`config.mk`:
```
export PLATFORM = sky130hd
export DESIGN_NAME = gpio_irq_flags
export DESIGN_NICKNAME = d
export VERILOG_FILES = /design/src/rtl/gpio_irq_pkg.sv /design/src/rtl/gpio_irq_sync.sv /design/src/rtl/gpio_irq_edge.sv /design/src/rtl/gpio_irq_regs.sv /design/src/rtl/gpio_irq_flags.sv
export SDC_FILE = /design/constraint.sdc
export NUM_CORES = 1
export LEC_CHECK = 0
export BUFFER_PORTS_ARGS = -buffer_cell sky130_fd_sc_hd__buf_2
export CORE_UTILIZATION = 23
export CTS_CLUSTER_DIAMETER = 80
export DETAILED_ROUTE_END_ITERATION = 12
export PLACE_DENSITY = 0.35
export SLEW_MARGIN = 20
export SYNTH_ARGS = -nofsm -noshare
export SYNTH_HDL_FRONTEND = slang
export SYNTH_SLANG_ARGS = --single-unit
```
`constraint.sdc`:
```
create_clock -name clk -period 1.4 [get_ports clk]
set_input_delay 0.07 -clock clk [delete_from_list [all_inputs] [get_ports clk]]
set_output_delay 0.07 -clock clk [all_outputs]
set_load 0.01 [all_outputs]
```
`src/rtl/gpio_irq_pkg.sv`:
```
// Package: shared constants for the port interrupt flag block.
// Assumes a 2-bit word address on the register bus.
package gpio_irq_pkg;
    localparam int unsigned ADDR_W = 2;

    localparam logic [ADDR_W-1:0] ADDR_ENABLE   = 2'd0;
    localparam logic [ADDR_W-1:0] ADDR_POLARITY = 2'd1;
    localparam logic [ADDR_W-1:0] ADDR_FLAGS    = 2'd2;
    localparam logic [ADDR_W-1:0] ADDR_RSVD     = 2'd3;
endpackage

```
`src/rtl/gpio_irq_sync.sv`:
```
// Module: multi-stage synchronizer for a vector of asynchronous inputs.
// Assumes STAGES >= 2. Each bit is synchronized on its own, so bits that
// change together may arrive one cycle apart.
module gpio_irq_sync #(
    parameter int unsigned WIDTH  = 8,
    parameter int unsigned STAGES = 2
) (
    input  logic             clk,
    input  logic             rst_n,
    input  logic [WIDTH-1:0] din,
    output logic [WIDTH-1:0] dout
);
    logic [STAGES-1:0][WIDTH-1:0] stage_q;

    // Shift the inputs through the synchronizer chain.
    always_ff @(posedge clk) begin
        if (!rst_n) begin
            stage_q <= '0;
        end else begin
            stage_q <= {stage_q[STAGES-2:0], din};
        end
    end

    assign dout = stage_q[STAGES-1];
endmodule

```
`src/rtl/gpio_irq_edge.sv`:
```
// Module: per-pin transition detector with selectable polarity.
// Assumes `level` is already synchronous. Detection stays off until
// WARMUP edges after reset, when both the current and the previous
// samples come from real input data.
module gpio_irq_edge #(
    parameter int unsigned WIDTH  = 8,
    parameter int unsigned WARMUP = 3
) (
    input  logic             clk,
    input  logic             rst_n,
    input  logic [WIDTH-1:0] level,
    input  logic [WIDTH-1:0] fall_sel,
    output logic [WIDTH-1:0] hit
);
    localparam int unsigned CNT_W = $clog2(WARMUP + 1);

    logic [WIDTH-1:0] prev_q;
    logic [CNT_W-1:0] warm_q;
    logic             armed;

    assign armed = (warm_q == CNT_W'(WARMUP));

    // Remember last cycle's level, and count the arming window.
    always_ff @(posedge clk) begin
        if (!rst_n) begin
            prev_q <= '0;
            warm_q <= '0;
        end else begin
            prev_q <= level;
            if (!armed) begin
                warm_q <= warm_q + 1'b1;
            end
        end
    end

    // One comparator per pin; the polarity bit picks the direction.
    for (genvar i = 0; i < WIDTH; i++) begin : g_pin
        logic rise;
        logic fall;
        assign rise   = level[i] & ~prev_q[i];
        assign fall   = ~level[i] & prev_q[i];
        assign hit[i] = armed & (fall_sel[i] ? fall : rise);
    end
endmodule

```
`src/rtl/gpio_irq_regs.sv`:
```
// Module: enable, polarity and sticky flag registers with bus access.
// Assumes a single-cycle write strobe. A transition that sets a flag wins
// over a write-1 clear of that flag at the same edge.
module gpio_irq_regs
    import gpio_irq_pkg::*;
#(
    parameter int unsigned WIDTH = 8
) (
    input  logic              clk,
    input  logic              rst_n,
    input  logic              bus_we,
    input  logic [ADDR_W-1:0] bus_addr,
    input  logic [WIDTH-1:0]  bus_wdata,
    input  logic [WIDTH-1:0]  hit,
    output logic [WIDTH-1:0]  en_q,
    output logic [WIDTH-1:0]  fall_sel_q,
    output logic [WIDTH-1:0]  flag_q,
    output logic [WIDTH-1:0]  rdata
);
    logic [WIDTH-1:0] clr_mask;

    // Form the write-1-clear mask for the flag register.
    always_comb begin
        clr_mask = '0;
        if (bus_we && bus_addr == ADDR_FLAGS) begin
            clr_mask = bus_wdata;
        end
    end

    // Load the configuration registers from the bus.
    always_ff @(posedge clk) begin
        if (!rst_n) begin
            en_q       <= '0;
            fall_sel_q <= '0;
        end else if (bus_we) begin
            if (bus_addr == ADDR_ENABLE) begin
                en_q <= bus_wdata;
            end
            if (bus_addr == ADDR_POLARITY) begin
                fall_sel_q <= bus_wdata;
            end
        end
    end

    // Update the sticky flags: clear first, then set, so a set wins.
    always_ff @(posedge clk) begin
        if (!rst_n) begin
            flag_q <= '0;
        end else begin
            flag_q <= (flag_q & ~clr_mask) | hit;
        end
    end

    // Read multiplexer.
    always_comb begin
        unique case (bus_addr)
            ADDR_ENABLE:   rdata = en_q;
            ADDR_POLARITY: rdata = fall_sel_q;
            ADDR_FLAGS:    rdata = flag_q;
            default:       rdata = '0;
        endcase
    end
endmodule

```
`src/rtl/gpio_irq_flags.sv`:
```
// Module: top level of the port interrupt flag block.
// Assumes asynchronous pin inputs that have already been debounced, and a
// controller that takes a level-sensitive request.
module gpio_irq_flags #(
    parameter int unsigned N_PINS      = 8,
    parameter int unsigned SYNC_STAGES = 2
) (
    input  logic                            clk,
    input  logic                            rst_n,
    input  logic [N_PINS-1:0]               pin_in,
    input  logic                            bus_we,
    input  logic [gpio_irq_pkg::ADDR_W-1:0] bus_addr,
    input  logic [N_PINS-1:0]               bus_wdata,
    output logic [N_PINS-1:0]               bus_rdata,
    output logic                            irq
);
    localparam int unsigned WARMUP = SYNC_STAGES + 1;

    logic [N_PINS-1:0] pin_sync;
    logic [N_PINS-1:0] edge_hit;
    logic [N_PINS-1:0] en_q;
    logic [N_PINS-1:0] fall_sel_q;
    logic [N_PINS-1:0] flag_q;

    gpio_irq_sync #(.WIDTH(N_PINS), .STAGES(SYNC_STAGES)) u_sync (
        .clk   (clk),
        .rst_n (rst_n),
        .din   (pin_in),
        .dout  (pin_sync)
    );

    gpio_irq_edge #(.WIDTH(N_PINS), .WARMUP(WARMUP)) u_edge (
        .clk      (clk),
        .rst_n    (rst_n),
        .level    (pin_sync),
        .fall_sel (fall_sel_q),
        .hit      (edge_hit)
    );

    gpio_irq_regs #(.WIDTH(N_PINS)) u_regs (
        .clk        (clk),
        .rst_n      (rst_n),
        .bus_we     (bus_we),
        .bus_addr   (bus_addr),
        .bus_wdata  (bus_wdata),
        .hit        (edge_hit),
        .en_q       (en_q),
        .fall_sel_q (fall_sel_q),
        .flag_q     (flag_q),
        .rdata      (bus_rdata)
    );

    // Combine every enabled flag onto the one request line.
    assign irq = |(flag_q & en_q);
endmodule

```
# Yosys cells after proc, flatten, opt, wreduce, memory -nomap -nowiden
# Cells that the tools add are included.
classes:
  n_addsub: 1
  eq_ne: 3
  muxes: 10
  bitwise_logic: 44
  reduce_logical: 5
ops:
  columns: ["cell", "n"]
  rows:
  - ["$and 1x1->1", 24]
  - ["$pmux 8 s3", 1]
  - ["$and 8x8->8", 2]
  - ["$not 1->1", 16]
  - ["$mux 1", 8]
  - ["$mux 8", 1]
  - ["$not 8->8", 1]
  - ["$or 8x8->8", 1]
  - ["$reduce_or 8->1", 1]
  - ["$eq 2x2->1 const B", 2]
  - ["$reduce_and 2->1", 2]
  - ["$add 2x1->2 const B", 1]
  - ["$eq 2x1->1 const B", 1]
  - ["$logic_not 2->1", 1]
  - ["$logic_and 1x1->1", 1]
totals:
  register_bits: 50
  input_bits: 21
  out_inout_bits: 9
  word_cells: 70

# Depth between registers and ports, before layout
logic_depth:
  depth_word: 6
  depth_mapped: 5
  depth_no_buf: 3

# By module
# Synthesis repeated with hierarchy kept, for this count alone.
unflattened:
  cells_unflattened: 211
  area_unflattened_um2: 2155.8
by_module_without_submodules:
  columns: ["mod", "n_inst", "cells_per_inst", "area_each_um2", "seq_area_each_um2"]
  rows:
  - ["gpio_irq_regs", 1, 117, 1117.3, 480.5]
  - ["gpio_irq_sync", 1, 41, 506.7, 320.3]
  - ["gpio_irq_edge", 1, 48, 495.5, 200.2]
  - ["gpio_irq_flags", 1, 5, 36.3, 0.0]

# Worst setup path before layout
# No wires, ideal clock.
synth_path:
  path_kind: "register -> register"
  startpoint: "register u_edge.warm_q[0]"
  endpoint: "register u_regs.flag_q[0]"
  setup_time_ps: 117
  arrival_time_ps: 1031
  required_time_ps: 1283
  slack_ps: 252
  path_stages_with_launch: 5
  path_buffers: 1
  period_less_slack_ps: 1148
  path_cell_list: "dfxtp_1 > ha_1 > and2_1 > clkbuf_1 > a32o_1"
synth_between:
  elab_chain_len: 3
synth_lines:
  columns: ["element", "line", "text"]
  rows:
  - ["start, declared", "gpio_irq_edge.sv:18", "logic [CNT_W-1:0] warm_q;"]
  - ["start signal, assigned", "gpio_irq_edge.sv:31", "warm_q <= warm_q + 1'b1;"]
  - ["$eq 2x2->1", "gpio_irq_edge.sv:21", "assign armed = (warm_q == CNT_W'(WARMUP));"]
  - ["$and 1x1->1", "gpio_irq_edge.sv:42", "assign hit[i] = armed & (fall_sel[i] ? fall : rise);"]
  - ["$or 8x8->8", "gpio_irq_regs.sv:50", "flag_q <= (flag_q & ~clr_mask) | hit;"]
  - ["end signal, assigned", "gpio_irq_regs.sv:50", null]
  - ["end, declared", "gpio_irq_regs.sv:17", "output logic [WIDTH-1:0] flag_q,"]
# Every way passes these cells.
# A chain may end at the register's enable or synchronous reset.

# Worst setup path in the final report
layout_path:
  startpoint: "register u_regs.fall_sel_q[1]"
  endpoint: "output bus_rdata[1]"
layout_between:
  elab_chain_len: 1
layout_lines:
  columns: ["element", "line", "text"]
  rows:
  - ["start, declared", "gpio_irq_regs.sv:16", "output logic [WIDTH-1:0] fall_sel_q,"]
  - ["start signal, assigned", "gpio_irq_regs.sv:40", "fall_sel_q <= bus_wdata;"]
  - ["$pmux 8 s3", "gpio_irq_regs.sv:56", "unique case (bus_addr)"]
  - ["end, declared", "gpio_irq_flags.sv:14", "output logic [N_PINS-1:0] bus_rdata,"]
# Every way passes these cells.

==> qor.log <==
qor: synth.post_synth.cell_area_avg 10.1 um^2
qor: power.total_leakage_power 0.000987 uW
qor: timing.relSlewSlack 76.7%
qor: synth.ys.warnings.count 0
qor: clock_tree.cts_max_level 2
qor: clock_tree.worst_setup_hold_path_clk_slew 0.09 ns
qor: power.powerDensity 1090 nW/um^2
qor: die.rows 33
qor: setup_path.peak_per_stage_delay_on_the_critical_path 0.41 ns
qor: setup_path.cp_data_required_time 1.33 ns
qor: setup_path.data_arrival_time_of_the_critical_path 1.23 ns
qor: synth.ys_seq_area_share 50.2%
qor: global_route.antenna_found_initial 0
qor: clock_tree.ctsHoldBuffers 8
qor: setup_path.crit_path_cell_trace mux2i_1, o21ai_0, buf_2
qor: synth.post-synth-top-area-cell sky130_fd_sc_hd__dfxtp_1
qor: die.core-area 8300 um^2
qor: layout.finish.utilization 29.4%
qor: routing.drt_drc_violations_left 0
qor: layout.number_of_inserted_filler_cells_in_the_final_layout 867
qor: setup_path.worst-setup-path-type reg -> out
qor: setup_path.crit_path_top_delay_cell sky130_fd_sc_hd__dfxtp_1
qor: layout.multi_input_area 917 um^2
qor: clock_tree.ctsRootBufferMaster sky130_fd_sc_hd__clkbuf_8
qor: routing.vias_per_cell 4.27
qor: die.die_height 95.1 um
qor: die.fp.dieArea 9050 um^2
qor: timing.rsz0062_at_grt no
qor: clock_tree.clock_sinks 50
qor: global_route.grt_pass1_vias 1423
qor: die.boundaryPins 30
qor: timing.drv_slew 0
qor: synth.netlist-cell-type-count 20
qor: clock_tree.cts_max_path_bufs 2
qor: layout.nNetsFinal 259
qor: die.fp.dieW 95.1 um
qor: synth.yosys_register_bits 50
qor: worst_hold_path.hp-class in -> reg
qor: layout.drive_above_1_share 18.5%
qor: timing.smallest_hold_slack 0.0618 ns
qor: setup_path.path_max_fanout 4
qor: synth.synthCells 197
qor: timing.setup_total_negative_slack 0 ns
qor: place.place.detailed.instances 327
qor: power.total_power 2660 uW
qor: synth.total_standard_cell_area_after_synthesis 1990 um^2
qor: timing.setup_viol 0
qor: timing.worst_slew_pin_slew 0.349 ns
qor: global_route.grt_max_degree 40
qor: timing.max_freq 772 MHz
qor: timing.finalWorstPathRequiredPeriod 1.30 ns
qor: timing.worst_clock_skew 0.00651 ns
qor: timing.finalHoldViolations 0
qor: routing.route.detailed.wl_per_inst 13.4 um
qor: clock_tree.post-cts-setup-buffers 0
qor: flow_run.max-cap-violations 0
qor: power.ir_drop 0.320 mV
qor: outcome.status finished, final reports clean
qor: routing.vias 1464
qor: timing.final.period_utilization 92.5%
qor: setup_path.critical_path.endpoint_type output pin
qor: global_route.globalRouteTotalUtil 11.1%
qor: global_route.first_pass_grt_wire_length 7590 um
qor: layout.area_growth_syn_to_layout 22.3%
qor: synth.synth.area.top_cells sky130_fd_sc_hd__dfxtp_1, sky130_fd_sc_hd__mux2i_1, sky130_fd_sc_hd__and2_1
qor: layout.antenna_cells_inserted 0
qor: layout.mostFrequentLayoutCell sky130_fd_sc_hd__dfxtp_1
qor: layout.layout_common_cells sky130_fd_sc_hd__dfxtp_1, sky130_fd_sc_hd__buf_2, sky130_fd_sc_hd__and2_1
qor: place.dp_hpwl 3160 um
qor: routing.finalWirelength 4590 um
qor: place.buffer_ports.inserted 29
qor: die.start_util 24.0%
qor: routing.ant_nets 0
qor: routing.drt_pre_antenna_iters 4
qor: synth.synthDominantCellAreaShare 50.2%
qor: place.globalplace.congestion 0.706
qor: routing.dr.first_iter.drc_count 74
qor: clock_tree.post_cts_resize_count 0
qor: clock_tree.worstSkewPairLatency 0.30 ns
qor: synth.synth.net_count 219
qor: setup_path.start_kind flip-flop
qor: layout.instances_no_fill 343
qor: clock_tree.clock_tree_from_tritoncts done
qor: global_route.global_route.overflow_total 0
qor: clock_tree.cts_inserted_buffers 5
qor: layout.seqCellArea 1000 um^2
==> path summary, 6_finish.rpt <==
kind,start,end,slack [ns],depth (start not counted)
worst max-delay path,u_regs.fall_sel_q[1],bus_rdata[1],0.10,3
worst min-delay path,bus_wdata[7],u_regs.fall_sel_q[7],0.06,3
worst max register to register,u_edge.warm_q[0],u_regs.flag_q[7],0.21,3
worst min register to register,u_sync.stage_q[3],u_sync.dout[3],0.43,1
==> through the flow <==
stage               cell area (um^2)  setup WS [ns]
floorplan                       1990          0.252
global placement                2270          0.207
detailed placement              2270          0.205
CTS                             2440         0.0747
global route                    2440         0.0520
finish                          2440          0.105
==> final cells by class <==
cell class / instances / share of cell area [%]
Clock buffer: 7 / 3.54
Tap cell: 105 / 5.39
Clock inverter: 1 / 0.205
Multi-Input combinational cell: 135 / 37.6
Timing Repair Buffer: 45 / 12.2
Sequential cell: 50 / 41.0
==> synth_stat cells <==
cell type and count:
sky130_fd_sc_hd__clkbuf_1 6, sky130_fd_sc_hd__and2_1 26, sky130_fd_sc_hd__ha_1 1, sky130_fd_sc_hd__buf_6 3, sky130_fd_sc_hd__mux2i_1 25, sky130_fd_sc_hd__o21ai_0 8
sky130_fd_sc_hd__dfxtp_1 50, sky130_fd_sc_hd__nand4_1 1, sky130_fd_sc_hd__o22ai_1 8, sky130_fd_sc_hd__nand2_1 24, sky130_fd_sc_hd__buf_2 1, sky130_fd_sc_hd__a22oi_1 4
sky130_fd_sc_hd__and3b_1 1, sky130_fd_sc_hd__a32o_1 8, sky130_fd_sc_hd__nor3b_1 1, sky130_fd_sc_hd__xnor2_1 1, sky130_fd_sc_hd__buf_4 2, sky130_fd_sc_hd__nor2b_1 18
sky130_fd_sc_hd__nand3b_1 1, sky130_fd_sc_hd__nand2b_1 8
==> cells by family after synthesis <==
group	share of synthesized area (%)
flip-flops	50.2
AND/OR/NAND/NOR	22.3
AO/OA/AOI/OAI	10.0
multiplexers	12.5
adder cells (fa/ha/maj)	0.627
XOR/XNOR	0.439
buffers and inverters	3.83
==> layer usage <==
layer,part of all wire (%),track usage (%),up-vias
met3,5.0,2.87,6
met5,0,0,-
met4,1.3,3.79,0
li1,-,-,750
met1,53,15.7,680
met2,41,16.1,28
==> worst max-delay path: cells and delay by family (launching register included) <==
kind | cells | cell delay, ns
multiplexers | 1 | 0.09
buffers and inverters | 1 | 0.19
AO/OA/AOI/OAI | 1 | 0.25
flip-flops | 1 | 0.41
==> where the power goes <==
| group | switching, uW | internal (uW) | total, uW |
|---|---|---|---|
| Combinational | 124 | 139 | 263 |
| Sequential | 35.7 | 1480 | 1520 |
| Clock | 480 | 400 | 880 |
| Total | 639 | 2020 | 2660 |
==> flip-flops by register name, summed over array words and instances (netlist names) <==
name	cells
u_regs.fall_sel_q	8
u_sync.dout	8
u_regs.flag_q	8
u_sync.stage_q	8
u_edge.prev_q	8
u_regs.en_q	8
u_edge.warm_q	2
Note: power is estimated with default switching activity, not from simulation.
